$ cat config.mk
export PLATFORM = sky130hd
export DESIGN_NAME = bt_target_gen
export DESIGN_NICKNAME = d
export VERILOG_FILES = /design/src/rtl/bt_pkg.sv /design/src/rtl/bt_decode.sv /design/src/rtl/bt_target.sv /design/src/rtl/bt_push_seq.sv /design/src/rtl/bt_target_gen.sv
export SDC_FILE = /design/constraint.sdc
export NUM_CORES = 1
export LEC_CHECK = 0
export ABC_AREA = 1
export BUFFER_PORTS_ARGS = -buffer_cell sky130_fd_sc_hd__buf_2
export CAP_MARGIN = 20
export CORE_MARGIN = 4
export CORE_UTILIZATION = 31
export DETAILED_ROUTE_END_ITERATION = 10
export GPL_TIMING_DRIVEN = 0
export PLACE_DENSITY = 0.56
export REMOVE_ABC_BUFFERS = 1
export SYNTH_ARGS = -nofsm -noshare
export SYNTH_HDL_FRONTEND = slang
export SYNTH_SLANG_ARGS = --single-unit
$ cat constraint.sdc
create_clock -name clk -period 2.9 [get_ports clk]
set_input_delay 0.145 -clock clk [delete_from_list [all_inputs] [get_ports clk]]
set_output_delay 0.145 -clock clk [all_outputs]
set_load 0.03 [all_outputs]
$ cat src/rtl/bt_pkg.sv
package bt_pkg;
  typedef enum logic [2:0] {
    K_REL   = 3'd0,
    K_SJMP  = 3'd1,
    K_AJMP  = 3'd2,
    K_ACALL = 3'd3,
    K_LJMP  = 3'd4,
    K_LCALL = 3'd5,
    K_IND   = 3'd6
  } kind_e;

  localparam logic [4:0] SHORT_JMP_LO  = 5'b00001;
  localparam logic [4:0] SHORT_CALL_LO = 5'b10001;
  localparam logic [7:0] OP_LONG_JMP   = 8'h02;
  localparam logic [7:0] OP_LONG_CALL  = 8'h12;
  localparam logic [7:0] OP_IND_JMP    = 8'h73;
  localparam logic [7:0] OP_SHORT_REL  = 8'h80;
endpackage

$ cat src/rtl/bt_decode.sv
module bt_decode
  import bt_pkg::*;
(
  input  logic [7:0] opcode,
  input  logic       cond_ok,
  output kind_e      kind,
  output logic       is_call,
  output logic       taken
);
  always_comb begin
    if (opcode[4:0] == SHORT_JMP_LO)       kind = K_AJMP;
    else if (opcode[4:0] == SHORT_CALL_LO) kind = K_ACALL;
    else if (opcode == OP_LONG_JMP)        kind = K_LJMP;
    else if (opcode == OP_LONG_CALL)       kind = K_LCALL;
    else if (opcode == OP_IND_JMP)         kind = K_IND;
    else if (opcode == OP_SHORT_REL)       kind = K_SJMP;
    else                                   kind = K_REL;
  end

  assign is_call = (kind == K_ACALL) || (kind == K_LCALL);

  always_comb begin
    case (kind)
      K_REL:   taken = cond_ok;
      default: taken = 1'b1;
    endcase
  end
endmodule

$ cat src/rtl/bt_target.sv
module bt_target
  import bt_pkg::*;
#(
  parameter int PC_W  = 16,
  parameter int D_W   = 8,
  parameter int LEN_W = 2
) (
  input  kind_e             kind,
  input  logic              taken,
  input  logic [PC_W-1:0]   pc_cur,
  input  logic [LEN_W-1:0]  ins_len,
  input  logic [D_W-1:0]    opcode,
  input  logic [D_W-1:0]    opnd1,
  input  logic [D_W-1:0]    opnd2,
  input  logic [D_W-1:0]    acc,
  input  logic [PC_W-1:0]   dptr,
  output logic [PC_W-1:0]   base,
  output logic [PC_W-1:0]   target
);
  localparam int LOW_W = D_W + 3;
  localparam int EXT_W = PC_W - D_W;

  logic [D_W-1:0]  disp;
  logic [PC_W-1:0] rel_t, abs_t, long_t, ind_t;

  assign base   = pc_cur + PC_W'(ins_len);
  assign disp   = (ins_len == LEN_W'(3)) ? opnd2 : opnd1;
  assign rel_t  = base + {{EXT_W{disp[D_W-1]}}, disp};
  assign abs_t  = {base[PC_W-1:LOW_W], opcode[D_W-1:D_W-3], opnd1};
  assign long_t = {opnd1, opnd2};
  assign ind_t  = dptr + {{EXT_W{1'b0}}, acc};

  always_comb begin
    case (kind)
      K_AJMP, K_ACALL: target = abs_t;
      K_LJMP, K_LCALL: target = long_t;
      K_IND:           target = ind_t;
      default:         target = taken ? rel_t : base;
    endcase
  end
endmodule

$ cat src/rtl/bt_push_seq.sv
module bt_push_seq #(
  parameter int PC_W = 16,
  parameter int D_W  = 8
) (
  input  logic             clk,
  input  logic             rst_n,
  input  logic             start,
  input  logic             start_call,
  input  logic [PC_W-1:0]  target,
  input  logic [PC_W-1:0]  ret_addr,
  input  logic [D_W-1:0]   sp_cur,
  output logic             busy,
  output logic             out_valid,
  output logic [PC_W-1:0]  pc_next,
  output logic [D_W-1:0]   sp_next,
  output logic             stk_we,
  output logic [D_W-1:0]   stk_addr,
  output logic [D_W-1:0]   stk_data
);
  localparam int NB    = PC_W / D_W;
  localparam int IDX_W = (NB > 1) ? $clog2(NB) : 1;

  logic             pushing;
  logic [IDX_W-1:0] idx;
  logic [PC_W-1:0]  ret_q, tgt_q;
  logic [D_W-1:0]   sp_q;
  logic [D_W-1:0]   lane [NB];

  for (genvar g = 0; g < NB; g++) begin : g_lane
    assign lane[g] = ret_q[g*D_W +: D_W];
  end

  always_ff @(posedge clk) begin
    if (!rst_n) begin
      pushing   <= 1'b0;
      idx       <= '0;
      ret_q     <= '0;
      tgt_q     <= '0;
      sp_q      <= '0;
      out_valid <= 1'b0;
      pc_next   <= '0;
      sp_next   <= '0;
    end else begin
      out_valid <= 1'b0;
      if (!pushing) begin
        if (start) begin
          if (start_call) begin
            pushing <= 1'b1;
            idx     <= '0;
            ret_q   <= ret_addr;
            tgt_q   <= target;
            sp_q    <= sp_cur;
          end else begin
            out_valid <= 1'b1;
            pc_next   <= target;
            sp_next   <= sp_cur;
          end
        end
      end else if (idx == IDX_W'(NB - 1)) begin
        pushing   <= 1'b0;
        idx       <= '0;
        out_valid <= 1'b1;
        pc_next   <= tgt_q;
        sp_next   <= sp_q + D_W'(NB);
      end else begin
        idx <= idx + IDX_W'(1);
      end
    end
  end

  assign busy     = pushing;
  assign stk_we   = pushing;
  assign stk_addr = sp_q + D_W'(idx) + D_W'(1);
  assign stk_data = lane[idx];
endmodule

$ cat src/rtl/bt_target_gen.sv
module bt_target_gen
  import bt_pkg::*;
#(
  parameter int PC_W  = 16,
  parameter int D_W   = 8,
  parameter int LEN_W = 2
) (
  input  logic             clk,
  input  logic             rst_n,
  input  logic             in_valid,
  output logic             in_ready,
  input  logic [PC_W-1:0]  pc_cur,
  input  logic [D_W-1:0]   opcode,
  input  logic [D_W-1:0]   opnd1,
  input  logic [D_W-1:0]   opnd2,
  input  logic [LEN_W-1:0] ins_len,
  input  logic             cond_ok,
  input  logic [D_W-1:0]   acc,
  input  logic [PC_W-1:0]  dptr,
  input  logic [D_W-1:0]   sp_cur,
  output logic             out_valid,
  output logic [PC_W-1:0]  pc_next,
  output logic [D_W-1:0]   sp_next,
  output logic             stk_we,
  output logic [D_W-1:0]   stk_addr,
  output logic [D_W-1:0]   stk_data,
  output logic             busy
);
  kind_e           kind;
  logic            is_call, taken, accept;
  logic [PC_W-1:0] base, target;

  bt_decode u_dec (
    .opcode (opcode),
    .cond_ok(cond_ok),
    .kind   (kind),
    .is_call(is_call),
    .taken  (taken)
  );

  bt_target #(.PC_W(PC_W), .D_W(D_W), .LEN_W(LEN_W)) u_tgt (
    .kind   (kind),
    .taken  (taken),
    .pc_cur (pc_cur),
    .ins_len(ins_len),
    .opcode (opcode),
    .opnd1  (opnd1),
    .opnd2  (opnd2),
    .acc    (acc),
    .dptr   (dptr),
    .base   (base),
    .target (target)
  );

  assign in_ready = !busy;
  assign accept   = in_valid && in_ready;

  bt_push_seq #(.PC_W(PC_W), .D_W(D_W)) u_seq (
    .clk       (clk),
    .rst_n     (rst_n),
    .start     (accept),
    .start_call(is_call),
    .target    (target),
    .ret_addr  (base),
    .sp_cur    (sp_cur),
    .busy      (busy),
    .out_valid (out_valid),
    .pc_next   (pc_next),
    .sp_next   (sp_next),
    .stk_we    (stk_we),
    .stk_addr  (stk_addr),
    .stk_data  (stk_data)
  );
endmodule

==> reports/qor.yml, run 1 <==
pwr:
  total_power_uw: 2930
  powerDensity_mw_per_mm2: 425
  p_leak_uw: 0.00337
  ir_drop_mv: 0.335
place:
  port_buffers: 121
  place_congestion: 0.902
  dp.final_hpwl_um: 13600
  dpl_cell_area_sq_mm: 0.00610
floorplanning:
  dieArea_sq_mm: 0.0194
  core_sq_mm: 0.0168
  start_util: 0.320
  die_x_um: 139
  ios: 122
  num_rows: 47
  die_h_um: 139
timing:
  skew_ns: 0.00479
  max_freq_mhz: 351
  fin_crit_sh: 0.981
  rsz0062_at_grt: "yes"
  final_max_slew_viol_count: 0
  final_hold_viol_count: 0
  tightest_slew_ns: 0.824
  relSlewSlack: 0.450
  timing.final.crit_period_ns: 2.85
  setup_violations: 0
critical_path:
  cp-start-kind: "primary input"
  path_class: "in2reg"
  critPathCaptureType: "flip-flop"
  r2r_setup_slack_ns: 0.21
  r2r_end: "u_seq.pc_next[2]"
  worstPathMaxFanout: 5
  cp_data_required_time_ns: 3.07
  arrival_ns: 3.02
  r2r-start: "u_seq.busy"
  reg2reg_depth: 6
yosys:
  seq_area_frac_synth: 0.250
  synth_top_family_by_area: "simple AND/OR/NAND/NOR gates"
  synthMuxAreaShare: 0
  post-synth-top-count-cell: "nand2_1"
  synth_area_sq_mm: 0.00536
  synth_top_area_share: 0.250
  synth_edf_count: 0
  synth.top_cells.by_count: "168 x nand2_1, 100 x inv_1, 89 x nor2_1"
  synth_fa_ha_area_frac: 0.0766
  ys_types: 49
  yosysWarnings: 0
  syn-instance-count: 840
  postSynth.asyncResetShare: 0
  synth_simple_gate_area_frac: 0.282
  synth_compound_area_frac: 0.246
  postSynthAreaPerCell_sq_um: 6.38
  ys_top_cells_by_area: "dfxtp_1 25%, nand2_1 12%, a21oi_1 8.2%"
  synth-main-ff-cell: "dfxtp_1"
  ys_seq_elements: 67
  synth_top_area_cell: "dfxtp_1"
  synthXorXnorAreaFrac: 0.0374
clock_network:
  cts.htree.levels: 3
  cts_buffers: 9
  cts.sinks: 67
  cts.clk_slew.worst_paths_ns: 0.05
  cts_tree: "done"
  cts_hold_buffers: 0
  clockBufferDepth: 2
  clk_latency_ns: 0.33
  clockRootBuffer: "clkbuf_16"
detailed_routing:
  vias: 5955
  viasPerCell: 5.03
  drt_pass1_iterations: 5
  routed_wl_um: 18200
  wire_per_inst_um: 15.4
  drt_iter0_drc: 429
  drcViolationCount: 0
  antenna_left: 0
global_routing:
  grt_pass1_vias: 5470
  overflow: 0
  grt_pass1_wl_um: 28500
  grt_max_degree: 45
  grt_use_total: 0.179
  antenna_found_initial: 2
layout:
  finalNetCount: 1066
  finalInstanceArea_sq_mm: 0.00691
  syn_to_final_growth_pct: 28.9
  drive_gt1_frac: 0.259
hold_path:
  hp-class: "in2reg"
  min_to: "u_seq.sp_q[1]"
  worstHoldStart: "sp_cur[1]"
  holdPathStages: 3
flow_run:
  maxCapViolations: 0
outcome:
  outcome: "finished clean"
-- layout make-up --
cell class / instances / area [sq um]
Antenna cell: 2 / 5.00
Timing Repair Buffer: 137 / 774
Inverter: 107 / 414
Clock buffer: 12 / 246
Fill cell: 1824 / 9850
Timing Repair inverter: 1 / 5.00
Multi-Input combinational cell: 634 / 3830
Tap cell: 220 / 275
Sequential cell: 67 / 1340
Clock inverter: 3 / 15.0
-- flip-flops by register name, indices dropped and copies added (netlist names) --
| register | count |
|---|---|
| u_seq.busy | 1 |
| u_seq.idx | 1 |
| u_seq.out_valid | 1 |
| u_seq.pc_next | 16 |
| u_seq.ret_q | 16 |
| u_seq.sp_next | 8 |
| u_seq.sp_q | 8 |
| u_seq.tgt_q | 16 |
-- power by group --
part           switching, uW  leakage (uW)  internal, uW
Clock                    383      0.000132           593
Sequential              23.7      0.000547           964
Combinational            621       0.00269           351
Total                   1030       0.00337          1910
-- cell usage in the layout (no fill, tap or decap), types with 4 or more instances in the layout --
master / count
clkbuf_16: 9
buf_4: 14
nor2_1: 84
o21ai_0: 70
nor2_2: 6
a211oi_1: 6
nor2_4: 7
nand4_1: 8
inv_2: 8
a31oi_1: 4
nand2_2: 18
ha_1: 21
a21oi_2: 6
a22oi_1: 7
nand3_2: 7
buf_2: 119
ha_4: 5
nor3_1: 8
dfxtp_1: 66
o21ai_1: 9
o21ai_2: 7
xor2_1: 12
nand3_1: 51
inv_1: 95
o211ai_1: 11
a21oi_1: 82
nand2_1: 151
-- critical path, cell delays in order --
cell	delay, ns
buf_8	0.08
ha_4	0.13
inv_2	0.04
fa_2	0.39
inv_2	0.08
nand2_4	0.05
nor2_4	0.09
nand2_2	0.09
nor2_4	0.15
nand2_4	0.10
xor2_4	0.18
ha_1	0.37
a21oi_1	0.27
o21a_1	0.21
nand2_2	0.07
nand2_1	0.08
nand2_1	0.05
nand2_1	0.05
nand3_1	0.07
nand2_1	0.11
nand3_1	0.08
nand2_1	0.09
a21oi_1	0.05
-- logic make-up after synthesis --
group                    count (synthesis)
XOR/XNOR                                22
buffers and inverters                  139
AO/OA/AOI/OAI                          229
flip-flops                              67
AND/OR/NAND/NOR                        352
adder cells (fa/ha/maj)                 31
-- through the flow --
stage	TNS, ns	hold slack, ns	util	std cells	worst slack, ns
2_1_floorplan	-0.300	0.280	-	808	-0.0932
3_3_place_gp	-41.41	0.390	0.362	1149	-0.994
3_5_place_dp	-20.13	0.396	0.364	1150	-1.06
4_1_cts	0	0.0565	0.388	1166	0.00410
5_1_grt	-0.926	0.0913	0.412	1183	-0.178
6_report	0	0.0613	0.412	1183	0.0539
-- metal layers --
layer  GRT usage  share of wire
met4      0.0536          0.019
met2       0.280           0.45
met5           0              0
met1       0.252           0.48
met3      0.0292          0.055
-- repair_timing --
action / CTS / global route
pin swaps: 5 / 35
gates resized for setup: 30 / 58
cloned: 0 / 1
endpoints found under the setup margin: 34 / 21
setup buffers: 1 / 14
-- how the worst max path moves through the flow --
stage	slack [ns]	to	depth (start not counted)	from
2_1_floorplan	-0.09	u_seq.tgt_q[13]	23	pc_cur[0]
3_3_place_gp	-0.99	u_seq.ret_q[4]	11	opcode[3]
3_5_place_dp	-1.06	u_seq.pc_next[13]	24	ins_len[0]
4_1_cts	0.004	u_seq.pc_next[15]	24	ins_len[0]
5_1_grt	-0.18	u_seq.pc_next[15]	27	ins_len[0]
6_report	0.05	u_seq.pc_next[15]	23	ins_len[0]
No activity file was read; power rests on OpenSTA's default activity.
==> run 2: changes to the inputs <==
--- a/config.mk
+++ b/config.mk
@@ -14,6 +14,7 @@
 export GPL_TIMING_DRIVEN = 0
 export PLACE_DENSITY = 0.56
 export REMOVE_ABC_BUFFERS = 1
+export SETUP_SLACK_MARGIN = 0.1
 export SYNTH_ARGS = -nofsm -noshare
 export SYNTH_HDL_FRONTEND = slang
 export SYNTH_SLANG_ARGS = --single-unit
==> reports/qor.yml, run 2 (synthesized netlist as in run 1, its figures left out) <==
outcome:
  outcome: "finished clean"
floorplanning:
  die_x_um: 139
  num_rows: 47
  dieArea_sq_mm: 0.0194
  die_h_um: 139
  start_util: 0.320
  core_sq_mm: 0.0168
  ios: 122
layout:
  reg.largest.list: "u_seq.pc_next x16, u_seq.ret_q x16, u_seq.tgt_q x16"
  fill_cells: 1790
  final_core_util: 0.427
  syn_to_final_growth_pct: 33.7
  regArea_sq_mm: 0.00134
  final_cell_mix: "143 x nand2_1, 119 x buf_2, 94 x inv_1"
  final_common_cell: "nand2_1"
  multi_input_area_sq_mm: 0.00402
  drive_gt1_frac: 0.291
  finalNetCount: 1070
  finalInstanceArea_sq_mm: 0.00716
timing:
  hold_slack_ns: 0.0725
  setup_violations: 0
  final_hold_viol_count: 0
  final_max_slew_viol_count: 0
  fin_crit_sh: 0.942
  tns_ns: 0
  rsz0062_at_grt: "yes"
  max_freq_mhz: 366
  skew_ns: 0.00508
  relSlewSlack: 0.409
  timing.final.crit_period_ns: 2.73
  tightest_slew_ns: 0.885
critical_path:
  cp_cell_sequence: "buf_8, ha_4, inv_2, fa_2, inv_2, nand2_4, nor2_4, buf_6, xnor2_2, inv_2, ha_4, inv_1, o21bai_1, a21oi_2, a21oi_2, nand2_1, nand2_2, nand2_2, nand3_2, nand2_2, o21ai_4, nand3_2, nand2_2, a21oi_2"
  path_class: "in2reg"
  worstPathMaxFanout: 3
  reg2reg_depth: 7
  arrival_ns: 2.90
  cp-start-kind: "primary input"
  critPathCaptureType: "flip-flop"
  crit_top_cell: "nand2_2"
  slowest_delay_ns: 0.34
  cp_data_required_time_ns: 3.07
  cp_slowest_cell: "fa_2"
detailed_routing:
  viasPerCell: 5.07
  drt_pass1_iterations: 5
  drt_iter0_drc: 386
  antenna_left: 0
  wire_per_inst_um: 15.6
  drcViolationCount: 0
  vias: 6014
  routed_wl_um: 18500
hold_path:
  hp-class: "in2reg"
  holdPathStages: 3
clock_network:
  clockBufferDepth: 2
  cts.clk_slew.worst_paths_ns: 0.05
  cts_hold_buffers: 0
  cts.sinks: 67
  cts_tree: "done"
  clockRootBuffer: "clkbuf_16"
  cts_buffers: 9
  clk_latency_ns: 0.32
  cts.htree.levels: 3
place:
  dp.final_hpwl_um: 13600
  dpl_cell_area_sq_mm: 0.00610
  port_buffers: 121
  place_congestion: 0.902
global_routing:
  grt_pass1_vias: 5505
  grt_max_degree: 45
  overflow: 0
  antenna_found_initial: 2
  grt_use_total: 0.181
  grt_pass1_wl_um: 28800
pwr:
  p_sw_uw: 1060
  switching_share: 0.352
  ir_drop_mv: 0.336
  p_leak_uw: 0.00344
  clkPwrFrac: 0.321
  total_power_uw: 3020
  p_int_uw: 1950
  powerDensity_mw_per_mm2: 422
  comb_power_share: 0.351
  pwr-share-seq: 0.327
flow_run:
  maxCapViolations: 0
[run 2: repair_timing]
item                                    CTS  global route
cloned                                    0             1
setup buffers                             4            15
pin swaps                                23            47
resized for setup                        53            78
endpoints found under the setup margin   34            28
endpoints found under the hold margin     0             0
[run 2: final cells by class]
cell class / instances / share of cell area
multi-input cells: 634 / 0.561
flip-flops and latches: 67 / 0.188
repair buffers: 141 / 0.116
clock buffers: 12 / 0.0344
well taps: 220 / 0.0384
clock inverters: 3 / 0.00210
inverters: 107 / 0.0582
repair inverters: 1 / 0.00105
diodes: 2 / 0.000699
[run 2: final timing paths]
path | startpoint | endpoint | slack, ns
worst max register to register | u_seq.busy | u_seq.pc_next[13] | 0.45
worst min-delay path | sp_cur[1] | u_seq.sp_q[1] | 0.07
worst max-delay path | ins_len[0] | u_seq.pc_next[13] | 0.17
worst min register to register | u_seq.ret_q[4] | u_seq.ret_q[4] | 0.45
[run 2: power groups by stage]
stage,clock [uW],sequential [uW],combinational [uW]
floorplan,0,1070,487
global placement,0,1010,838
detailed placement,0,1010,839
CTS,994,987,896
global route,1040,993,1160
finish,969,988,1060
[run 2: per-layer routing]
layer,track usage,share of wire,vias to the layer above
met4,0.0536,0.022,0
met2,0.285,0.45,170
met3,0.0292,0.052,25
li1,-,-,3056
met1,0.254,0.47,2763
met5,0,0,-
[run 2: worst max-delay path: cells and delay by family]
kind	cells	cell delay (ns)
fa+ha+maj	3	0.76
compound gates	5	0.68
buf+inv	6	0.49
xor+xnor	1	0.11
simple gates	9	0.70
[run 2: per-stage QoR]
step,setup WS (ns),instances
after floorplan,-0.0932,808
after global routing,-0.0317,1187
after detailed placement,-1.06,1150
after global placement,-0.994,1149
final,0.169,1187
after CTS,0.0578,1169
